## src/rtl/clkdiv_pkg.sv

```systemverilog
package clkdiv_pkg;
  localparam int unsigned RATIO_W = 3;
  typedef logic [RATIO_W-1:0] ratio_t;
  localparam int unsigned NUM_BANKS = 2;
endpackage

```

## src/rtl/clkdiv_run_sync.sv

```systemverilog
module clkdiv_run_sync (
  input  logic clk_i,
  input  logic rst_ni,
  input  logic en_ni,
  output logic run_o
);
  logic run_q;

  // falling-edge capture: run changes only while clk_i is low
  always_ff @(negedge clk_i or negedge rst_ni) begin
    if (!rst_ni) run_q <= 1'b0;
    else         run_q <= ~en_ni;
  end

  assign run_o = run_q;

  always @(run_q) begin
    if (rst_ni) begin
      p_run_in_low_phase_r5: assert (clk_i == 1'b0)
        else $error("run changed while clock high");
    end
  end
endmodule

```

## src/rtl/clkdiv_bank.sv

```systemverilog
module clkdiv_bank
  import clkdiv_pkg::*;
(
  input  logic   clk_i,
  input  logic   rst_ni,
  input  logic   adv_i,
  input  ratio_t ratio_i,
  output logic   clk_o
);
  ratio_t cnt_q, n_q, n_eff, half;
  logic   out_q;

  // ratio is re-read only at the start of a period
  always_comb begin
    n_eff = (cnt_q == '0) ? ratio_i : n_q;
    half  = n_eff >> 1;
  end

  always_ff @(posedge clk_i or negedge rst_ni) begin
    if (!rst_ni) begin
      cnt_q <= '0;
      n_q   <= '0;
      out_q <= 1'b0;
    end else if (adv_i) begin
      n_q   <= n_eff;
      cnt_q <= (cnt_q == n_eff - 1'b1) ? '0 : cnt_q + 1'b1;
      out_q <= (cnt_q < half);
    end
  end

  assign clk_o = out_q;

  p_cnt_range_r1: assert property (@(posedge clk_i) disable iff (!rst_ni)
    cnt_q < n_eff);

  p_hold_r6: assert property (@(posedge clk_i) disable iff (!rst_ni)
    !adv_i |=> ($stable(out_q) && $stable(cnt_q)));

  p_rise_at_start_r4: assert property (@(posedge clk_i) disable iff (!rst_ni)
    $rose(out_q) |-> (cnt_q == ratio_t'(1)));

  p_fall_at_half_r3: assert property (@(posedge clk_i) disable iff (!rst_ni)
    $fell(out_q) |-> ($past(cnt_q) == $past(half)));
endmodule

```

## src/rtl/clkdiv_aligned.sv

```systemverilog
module clkdiv_aligned
  import clkdiv_pkg::*;
#(
  parameter int unsigned A_RATIO_LO = 2,
  parameter int unsigned A_RATIO_HI = 4,
  parameter int unsigned B_RATIO_00 = 4,
  parameter int unsigned B_RATIO_01 = 6,
  parameter int unsigned B_RATIO_1X = 5
) (
  input  logic       clk_i,
  input  logic       rst_ni,
  input  logic       en_ni,
  input  logic       sel_a_i,
  input  logic [1:0] sel_b_i,
  output logic       clk_a_o,
  output logic       clk_b_o
);
  logic   run;
  ratio_t ratio [NUM_BANKS];
  logic   bank_clk [NUM_BANKS];

  always_comb begin
    ratio[0] = sel_a_i ? ratio_t'(A_RATIO_HI) : ratio_t'(A_RATIO_LO);
    unique case (sel_b_i)
      2'b00:   ratio[1] = ratio_t'(B_RATIO_00);
      2'b01:   ratio[1] = ratio_t'(B_RATIO_01);
      default: ratio[1] = ratio_t'(B_RATIO_1X);
    endcase
  end

  clkdiv_run_sync u_run (
    .clk_i (clk_i),
    .rst_ni(rst_ni),
    .en_ni (en_ni),
    .run_o (run)
  );

  // shared advance strobe keeps all banks in lockstep
  for (genvar g = 0; g < NUM_BANKS; g++) begin : g_bank
    clkdiv_bank u_bank (
      .clk_i  (clk_i),
      .rst_ni (rst_ni),
      .adv_i  (run),
      .ratio_i(ratio[g]),
      .clk_o  (bank_clk[g])
    );
  end

  assign clk_a_o = bank_clk[0];
  assign clk_b_o = bank_clk[1];
endmodule

```

## config.mk

```make
export PLATFORM = sky130hd
export DESIGN_NAME = clkdiv_aligned
export DESIGN_NICKNAME = d
export VERILOG_FILES = /design/src/rtl/clkdiv_pkg.sv /design/src/rtl/clkdiv_run_sync.sv /design/src/rtl/clkdiv_bank.sv /design/src/rtl/clkdiv_aligned.sv
export SDC_FILE = /design/constraint.sdc
export NUM_CORES = 1
export LEC_CHECK = 0
export BUFFER_PORTS_ARGS = -buffer_cell sky130_fd_sc_hd__buf_2
export CAP_MARGIN = 40
export CORE_MARGIN = 1.5
export CORE_UTILIZATION = 31
export DETAILED_ROUTE_END_ITERATION = 10
export GPL_TIMING_DRIVEN = 0
export PLACE_DENSITY_LB_ADDON = 0.2
export SLEW_MARGIN = 10
export SYNTH_ARGS = -nofsm -noshare
export SYNTH_HDL_FRONTEND = slang
export SYNTH_SLANG_ARGS = --single-unit
```

## constraint.sdc

```tcl
create_clock -name clk_i -period 2.2 [get_ports clk_i]
set_input_delay 0.44 -clock clk_i [delete_from_list [all_inputs] [get_ports clk_i]]
set_output_delay 0.44 -clock clk_i [all_outputs]
set_load 0.1 [all_outputs]
```

### Word level (Yosys, flattened, before mapping)

Cells that the tools add are included.

| cells by class | value |
|---|---|
| add/sub/neg operators | 4 |
| $mul | 0 |
| div/mod/pow operators | 0 |
| order comparisons | 2 |
| equality and inequality tests | 3 |
| shifts and indexed selects | 0 |
| multiplexer cells | 6 |
| bitwise operators | 1 |
| reduce and logical (&&, ||, !) cells | 3 |

Operator list:

| cell | count |
|---|---|
| $mux 3 | 5 |
| $add 3x1->3 const B | 2 |
| $eq 3x3->1 | 2 |
| $logic_not 3->1 | 2 |
| $lt 3x2->1 | 2 |
| $sub 3x1->3 const B | 2 |
| $pmux 2 s2 | 1 |
| $eq 2x1->1 const B | 1 |
| $logic_not 2->1 | 1 |
| $not 1->1 | 1 |

| storage, ports and cells | value |
|---|---|
| flip-flop bits (word level) | 15 |
| latch bits | 0 |
| RAM bits | 0 |
| ROM bits | 0 |
| input bits | 6 |
| output and inout port bits | 2 |
| memories kept | 0 |

### Longest topological paths before layout

Gate-level depths: netlist of run 1.

| depth | value |
|---|---|
| depth in word-level cells | 6 |
| depth in mapped cells | 8 |

### Modules after synthesis

Synthesis of run 1 repeated with hierarchy kept, for this count alone.

| second synthesis, totals | value |
|---|---|
| cells, all modules | 93 |
| area, all modules | 955.9 um^2 |

Modules (own cells, without submodules):

| module | times used | cells each | area each (um^2) |
|---|---|---|---|
| clkdiv_bank | 2 | 43 | 452.9 |
| clkdiv_run_sync | 1 | 2 | 28.8 |
| clkdiv_aligned | 1 | 5 | 21.3 |

==> results.toml, run 1 <==
[detailed_routing]
drcViolationCount = 0
first_pass_iters = 4
wl_mm = 1.74
wl_per_cell_um = 12.3
drtIter0Drc = 17
vias = 732
viasPerCell = 5.15
ant_nets = 0

[cts]
cts_root_buf = "clkbuf_4"
cts_tree = "done"
cts_buffers = 3
clockBufferDepth = 2
htreeDepth = 1
cts_sinks = 15
worstSkewPairLatency_ns = 0.29
clk_pin_slew_ns = 0.09

[synthesis]
syn_area_um2 = 921
async_flop_share = 1.00
synth_area_leaders = "dfrtp_1, ha_1, o21ai_0"
yosysTopAreaCell = "dfrtp_1"
synth_flop_cell = "dfrtp_1"
synth.top_cell.area_share = 0.380
synth_edf_count = 0
avgSynthCellArea_um2 = 9.40
synth_seq_cells = 15
synth_cell_type_count = 34
ys_seq_area_frac = 0.408
synth_warnings = 0
synthCells = 98
synth_nets = 110

[die]
ios = 8
dieArea_um2 = 3310
initial_utilization = 0.331
die_w_um = 57.5
core_um2 = 2780
num_rows = 19
die_h_um = 57.5

[place]
portBuffers = 7
finalWeightedCongestion = 0.783
dp_hpwl_mm = 1.23

[power]
ir_worst_vdd_uv = 797
power_density_nw_per_um2 = 1450
leakage_nw = 0.509

[final_layout]
diodes = 0
multiInputGateArea_um2 = 522
area_growth_pct = 15.9
fin_nets = 124
drive_above_1_share = 0.243
seqCellArea_um2 = 375
nFillCells = 280
utilization = 0.384

[setup_path]
slowest_stage = "mux2_2"
cp.required_ns = 2.38
path_max_fanout = 8
cp.arrival_ns = 2.33
end_kind = "flop"
slowest_delay_ns = 0.35
crit_chain = "buf_6, nand3b_1, mux2_2"
critPathLaunchType = "flop"
crit_type = "flop to flop"

[worst_hold_path]
hp-class = "primary input to asynchronous set/reset pin"

[timing]
hold_viol_final = 0
finalSetupTns_ns = 0
worst_pin_slew_ns = 0.580
rsz0062_at_grt = "yes"
skew_ns = 0.00431
drv_slew = 0
max-slew-margin-rel = 0.610
setup_viol = 0

[global_route]
grt_pass1_wl_mm = 3.08
grt_overflow_total = 0
grt_max_degree = 16
grt_usage = 0.118
antenna_found_initial = 0
grt_pass1_vias = 702

[run_status]
status = "completed"

[run]
drv_cap = 0
==> placed cells by master, fill, tap and decap left out, drive strengths merged <==
cell,instances
dfrtp,14
inv,10
o21ai,10
buf,10
nor2,8
ha,6
mux2i,4
nand3,4
nand2,4
nor2b,4
mux2,4
clkbuf,4
a31oi,3
a21oi,3
nor4,3
nand2b,2
nand3b,2
nor3,2
xnor2,2
and2,2
and3,1
o211ai,1
and3b,1
and4b,1
xor2,1
o221ai,1
o22ai,1
a21o,1
clkinv,1
dfrtn,1
==> layout make-up <==
type                       count  share of cell area
multi-input combinational     71               0.489
clock buffer                   3              0.0211
sequential                    15               0.352
inverter                      10              0.0352
buffer                         2              0.0152
clock inverter                 1             0.00469
timing repair buffer           9              0.0469
tap                           31              0.0363
==> power breakdown <==
part / switching, mW / internal [mW] / total, mW
combinational: 0.501 / 0.359 / 0.860
sequential: 0.139 / 0.392 / 0.530
clock: 0.0943 / 0.0677 / 0.162
==> path summary, 6_finish.rpt <==
kind | slack (ns) | end | startpoint | depth (start not counted)
max reg2reg | 0.05 | g_bank[0].u_bank.n_q[2]$_DFFE_PN0P_ | u_run.run_o$_DFF_NN0_ | 3
min reg2reg | 0.52 | g_bank[1].u_bank.clk_o$_DFFE_PN0P_ | g_bank[1].u_bank.clk_o$_DFFE_PN0P_ | 2
min | 0.03 | g_bank[0].u_bank.clk_o$_DFFE_PN0P_ | rst_ni | 1
max in group asynchronous | 0.89 | u_run.run_o$_DFF_NN0_ | rst_ni | 1
max | 0.05 | g_bank[0].u_bank.n_q[2]$_DFFE_PN0P_ | u_run.run_o$_DFF_NN0_ | 3
min in group clk_i | 0.40 | g_bank[0].u_bank.n_q[1]$_DFFE_PN0P_ | sel_a_i | 2
==> synth_stat cells, types with 2 or more instances <==
cell,instances
a21oi_1,3
a31oi_1,3
dfrtp_1,14
ha_1,6
inv_1,10
mux2_2,3
mux2i_1,4
nand2_1,4
nand2b_1,2
nand3_1,4
nand3b_1,2
nor2_1,8
nor2b_1,3
nor3_1,2
nor4_1,2
o21ai_0,9
xnor2_1,2
==> critical path, delay by kind of cell (launching register included) <==
kind                   cells  cell delay (ns)
multiplexers               1             0.35
flip-flops                 1             0.34
buffers and inverters      1             0.13
AND/OR/NAND/NOR            1             0.13
==> sequential cells by signal, indices dropped and copies added (netlist names) <==
signal               cells
g_bank.u_bank.n_q        6
u_run.run_o              1
g_bank.u_bank.cnt_q      6
g_bank.u_bank.clk_o      2
==> per-stage QoR <==
stage          area (um2)  total power, mW  hold WS (ns)  setup WS [ns]  std cells
3_3_place_gp          995             1.32         0.363        -0.0935        136
2_1_floorplan         921             1.18         0.144         0.0741         98
3_5_place_dp          995             1.34         0.368        -0.0978        136
5_1_grt              1070             1.72        0.0478        -0.0248        142
4_1_cts              1030             1.51        0.0441         0.0282        141
6_report             1070             1.55        0.0318         0.0474        142
==> cell families after synthesis <==
group / after synthesis / synth area share
compound gates: 20 / 0.124
xor+xnor: 3 / 0.0285
fa+ha+maj: 6 / 0.0815
buf+inv: 12 / 0.0503
flops: 15 / 0.408
mux: 8 / 0.0965
simple gates: 34 / 0.212
==> what timing repair did <==
action | in CTS | in global routing
hold buffers | 0 | 0
gates resized for setup | 2 | 8
setup buffers | 1 | 1
endpoints found under the setup margin | 9 | 7
==> layer usage <==
metal  vias to the layer above  part of all wire  global-route usage  wire [um]
met1                       350              0.49               0.154        850
met4                         0            0.0063              0.0199         11
met5                         -                 0                   0          0
li1                        370                 -                   -          -
met2                         9              0.47               0.188        814
met3                         3             0.037              0.0476         65
Note: power is estimated with default switching activity, not from simulation.
==> run 2: changes to the inputs <==
MAX_ROUTING_LAYER = met4   (was unset)
PLACE_DENSITY = 0.48   (was unset)
PLACE_DENSITY_LB_ADDON = unset   (was 0.2)
==> run 2 against run 1 <==
Sequential power down 1%; via count fell by 8.2%; largest cell class unchanged; wire length decreased by 10%; total power down 2.5%; design area decreased by 2.1%.
==> results.toml, run 2 (synthesis gave the netlist of run 1 again) <==
[cts]
cts_buffers = 3
cts_tree = "done"
cts_sinks = 15
worstSkewPairLatency_ns = 0.27
clockBufferDepth = 2
postCtsHoldBufs = 0
cts_root_buf = "clkbuf_4"
htreeDepth = 1
clk_pin_slew_ns = 0.08

[setup_path]
crit_chain = "buf_4, nand3b_1, mux2_2"
end_kind = "flop"
path_max_fanout = 8
cp.arrival_ns = 2.35
r2r_slack_ns = 0.006
crit_type = "flop to flop"
timing.rr.end = "g_bank[0].u_bank.n_q[2]$_DFFE_PN0P_"
critPathLaunchType = "flop"
worst-path-buf-inv = 1
r2r_start = "u_run.run_o$_DFF_NN0_"
worstRegToRegCells = 3
slowest_delay_ns = 0.35
slowest_stage = "mux2_2"
cpLargestDelayFamily = "multiplexers"
cp.required_ns = 2.36

[final_layout]
drive_above_1_share = 0.211
utilization = 0.376
fin_nets = 122
layout_common_cells = "dfrtp_1, o21ai_0, nor2_1, inv_1, buf_2"
stdcell_area_um2 = 1040
diodes = 0
area_growth_pct = 13.5
nFillCells = 266
final_cells = 140
mostFrequentLayoutCell = "dfrtp_1"

[global_route]
antenna_found_initial = 0
grt_pass1_vias = 694
grt_overflow_total = 0
grt_usage = 0.116
grt_max_degree = 16
grt_pass1_wl_mm = 2.93

[die]
ios = 8
die_h_um = 57.5
num_rows = 19
initial_utilization = 0.331
die_w_um = 57.5
core_um2 = 2780
dieArea_um2 = 3310

[power]
power_density_nw_per_um2 = 1450
leakage_nw = 0.495
power.total_mw = 1.51
ir_worst_vdd_uv = 1000

[place]
place_inst = 136
finalWeightedCongestion = 0.788
pre_cts_slack_ns = -0.0864
portBuffers = 7
dp_hpwl_mm = 1.20
place_area_um2 = 995

[detailed_routing]
drcViolationCount = 0
viasPerCell = 4.80
drtIter0Drc = 13
ant_nets = 0
vias = 672
first_pass_iters = 4
wl_mm = 1.57
wl_per_cell_um = 11.2

[run_status]
status = "completed"

[timing]
max-slew-margin-rel = 0.680
setup_viol = 0
hold_viol_final = 0
skew_ns = 0.00686
rsz0062_at_grt = "yes"
drv_slew = 0
final.setup.worst_slack_ns = 0.00627
worst_pin_slew_ns = 0.475

[run]
drv_cap = 0

[worst_hold_path]
hp-class = "primary input to asynchronous set/reset pin"
==> run 2: where the power goes <==
group	switching, mW	total (mW)	internal (mW)
clock	0.0769	0.147	0.0701
sequential	0.132	0.524	0.392
combinational	0.492	0.843	0.351
==> run 2: stage by stage <==
stage,hold slack (ns),setup TNS [ns]
3_5_place_dp,0.367,-0.482
2_1_floorplan,0.144,0
4_1_cts,0.0577,0
5_1_grt,0.0521,-0.0295
3_3_place_gp,0.367,-0.652
6_report,0.0529,0
==> run 2: worst register-to-register path, delay by kind of cell (launching register included) <==
kind                   cells  cell delay (ns)
and+or+nand+nor            1             0.15
muxes                      1             0.35
buffers and inverters      1             0.16
DFF                        1             0.32
==> run 2: what timing repair did <==
action                                 CTS  global route
cloned                                   0             0
endpoints found under the hold margin    0             0
setup endpoints to repair                9             4
buffers inserted                         0             0
gates resized for setup                  2             5
pin swaps                                0             0
==> run 2: area by class of cell <==
type / count / area [um2] / share of cell area
Tap cell: 31 / 38.8 / 0.0371
Sequential cell: 15 / 375 / 0.359
Multi-Input combinational cell: 71 / 519 / 0.497
Timing Repair Buffer: 7 / 35.0 / 0.0335
Inverter: 10 / 37.5 / 0.0359
Buffer: 2 / 12.5 / 0.0120
Clock buffer: 4 / 26.3 / 0.0251
==> run 2: how the worst max path moves through the flow <==
stage / startpoint / endpoint / slack [ns] / cells after the start
3_5_place_dp: u_run.run_o$_DFF_NN0_ / g_bank[0].u_bank.clk_o$_DFFE_PN0P_ / -0.09 / 4
5_1_grt: u_run.run_o$_DFF_NN0_ / g_bank[0].u_bank.n_q[2]$_DFFE_PN0P_ / -0.03 / 3
6_report: u_run.run_o$_DFF_NN0_ / g_bank[0].u_bank.n_q[2]$_DFFE_PN0P_ / 0.006 / 3
3_3_place_gp: u_run.run_o$_DFF_NN0_ / g_bank[0].u_bank.clk_o$_DFFE_PN0P_ / -0.11 / 4
2_1_floorplan: u_run.run_o$_DFF_NN0_ / g_bank[0].u_bank.n_q[2]$_DFFE_PN0P_ / 0.07 / 3
4_1_cts: u_run.run_o$_DFF_NN0_ / g_bank[0].u_bank.n_q[2]$_DFFE_PN0P_ / 0.01 / 3
==> run 2: per-layer routing <==
| layer | up-vias | GRT usage | part of all wire |
|---|---|---|---|
| met5 | - | - | 0 |
| met4 | 0 | 0.00997 | 0 |
| met3 | 0 | 0.0476 | 0.031 |
| met2 | 11 | 0.175 | 0.42 |
| met1 | 295 | 0.153 | 0.55 |
| li1 | 366 | - | - |
==> run 3: changes to the inputs <==
PLACE_DENSITY = 0.44   (was 0.48)
==> run 3 against run 2 <==
Non-clock buffer count stayed put; wire length up 8.8%; clock skew about the same; clock power grew 5%; critical endpoint unchanged; largest power group unchanged.
==> results.toml, run 3 (synthesis gave the netlist of run 1 again) <==
[run_status]
status = "completed"

[final_layout]
mostFrequentLayoutCell = "dfrtp_1"
drive_above_1_share = 0.211
area_growth_pct = 13.9
final_cells = 140
utilization = 0.377
fin_nets = 122
diodes = 0
layout_common_cells = "dfrtp_1, o21ai_0, nor2_1, inv_1, buf_2"

[power]
clkPwrFrac = 0.101
seqPwrFrac = 0.345
power.total_mw = 1.53
ir_worst_vdd_uv = 682
p_sw_mw = 0.719
internal_power_mw = 0.815
leakage_nw = 0.497
power_density_nw_per_um2 = 1460
swShare = 0.469
power_frac_comb = 0.554

[global_route]
grt_overflow_total = 0
grtUsageMet3 = 0.0476
use_met1 = 0.154
grt_pass1_vias = 648
grt_pass1_wl_mm = 2.86
use_met2 = 0.170
grt_max_degree = 16
grt_usage = 0.115
top_usage_layer = "met2"
antenna_found_initial = 0

[setup_path]
cp.arrival_ns = 2.34
cp.required_ns = 2.37
slowest_delay_ns = 0.40
path_max_fanout = 8
crit_type = "flop to flop"
slowest_stage = "dfrtn_1"
crit_chain = "buf_6, nand3b_1, mux2_2"
end_kind = "flop"
critPathLaunchType = "flop"

[timing]
hold_viol_final = 0
setup_viol = 0
worst_pin_slew_ns = 0.482
rsz0062_at_grt = "yes"
max-slew-margin-rel = 0.675
skew_ns = 0.00721
whs_ns = 0.0466
drv_slew = 0

[die]
num_rows = 19
core_um2 = 2780
die_h_um = 57.5
die_w_um = 57.5
ios = 8
initial_utilization = 0.331
dieArea_um2 = 3310

[detailed_routing]
ant_nets = 0
vias = 692
wl_per_cell_um = 12.2
wl_mm = 1.70
drtIter0Drc = 27
first_pass_iters = 3
viasPerCell = 4.94
drcViolationCount = 0

[cts]
cts_sinks = 15
cts_root_buf = "clkbuf_4"
cts_tree = "done"
clk_pin_slew_ns = 0.09
cts_buffers = 3
worstSkewPairLatency_ns = 0.28
postCtsHoldBufs = 0
clockBufferDepth = 2
htreeDepth = 1

[worst_hold_path]
hp-class = "primary input to asynchronous set/reset pin"

[run]
drv_cap = 0

[place]
portBuffers = 7
place_inst = 136
finalWeightedCongestion = 0.745
dp_hpwl_mm = 1.26
==> run 3: cell counts in the layout (fill, tap and decap cells not counted) <==
Identical to the previous run, type by type.
==> run 3: power by group through the flow <==
stage	clock, mW	sequential (mW)	combinational (mW)
floorplan	0	0.613	0.565
global placement	0	0.525	0.807
detailed placement	0	0.528	0.818
CTS	0.165	0.522	0.849
global route	0.179	0.549	0.966
finish	0.155	0.529	0.851
==> run 3: layout make-up <==
| cell class | instances | area, um2 |
|---|---|---|
| Buffer | 2 | 16.3 |
| Clock buffer | 4 | 26.3 |
| Fill cell | 292 | 1730 |
| Inverter | 10 | 37.5 |
| Multi-Input combinational cell | 71 | 519 |
| Sequential cell | 15 | 375 |
| Tap cell | 31 | 38.8 |
| Timing Repair Buffer | 7 | 35.0 |
==> run 3: worst paths after layout <==
path,startpoint,end,slack (ns),cells past startpoint
min,rst_ni,g_bank[0].u_bank.cnt_q[2]$_DFFE_PN0P_,0.05,1
min reg2reg,g_bank[1].u_bank.clk_o$_DFFE_PN0P_,g_bank[1].u_bank.clk_o$_DFFE_PN0P_,0.52,2
max in group asynchronous,rst_ni,u_run.run_o$_DFF_NN0_,0.88,1
min in group clk_i,sel_a_i,g_bank[0].u_bank.n_q[1]$_DFFE_PN0P_,0.42,2
max reg2reg,u_run.run_o$_DFF_NN0_,g_bank[0].u_bank.n_q[2]$_DFFE_PN0P_,0.03,3
max,u_run.run_o$_DFF_NN0_,g_bank[0].u_bank.n_q[2]$_DFFE_PN0P_,0.03,3
==> run 3: per-stage QoR <==
step / setup TNS, ns / setup WS, ns / cell area (um2)
final: 0 / 0.0306 / 1050
after CTS: 0 / 0.00518 / 1040
after detailed placement: -0.658 / -0.105 / 995
after global routing: -0.0232 / -0.0223 / 1050
after global placement: -0.694 / -0.107 / 995
after floorplan: 0 / 0.0741 / 921
==> run 3: critical path, delay by kind of cell (launching register included) <==
kind                   cells  cell delay, ns
buffers and inverters      1            0.13
and+or+nand+nor            1            0.13
DFF                        1            0.40
muxes                      1            0.29
==> run 3: timing repair <==
item,CTS,global route
setup endpoints to repair,10,4
gates resized for setup,4,4
setup buffers,0,0
hold endpoints to repair,0,0
==> run 3: layer usage <==
metal  wire length [um]  vias to the layer above
met5                  0                        -
met4                  0                        0
met3                 59                        0
met2                749                        8
met1                894                      320
li1                   -                      364
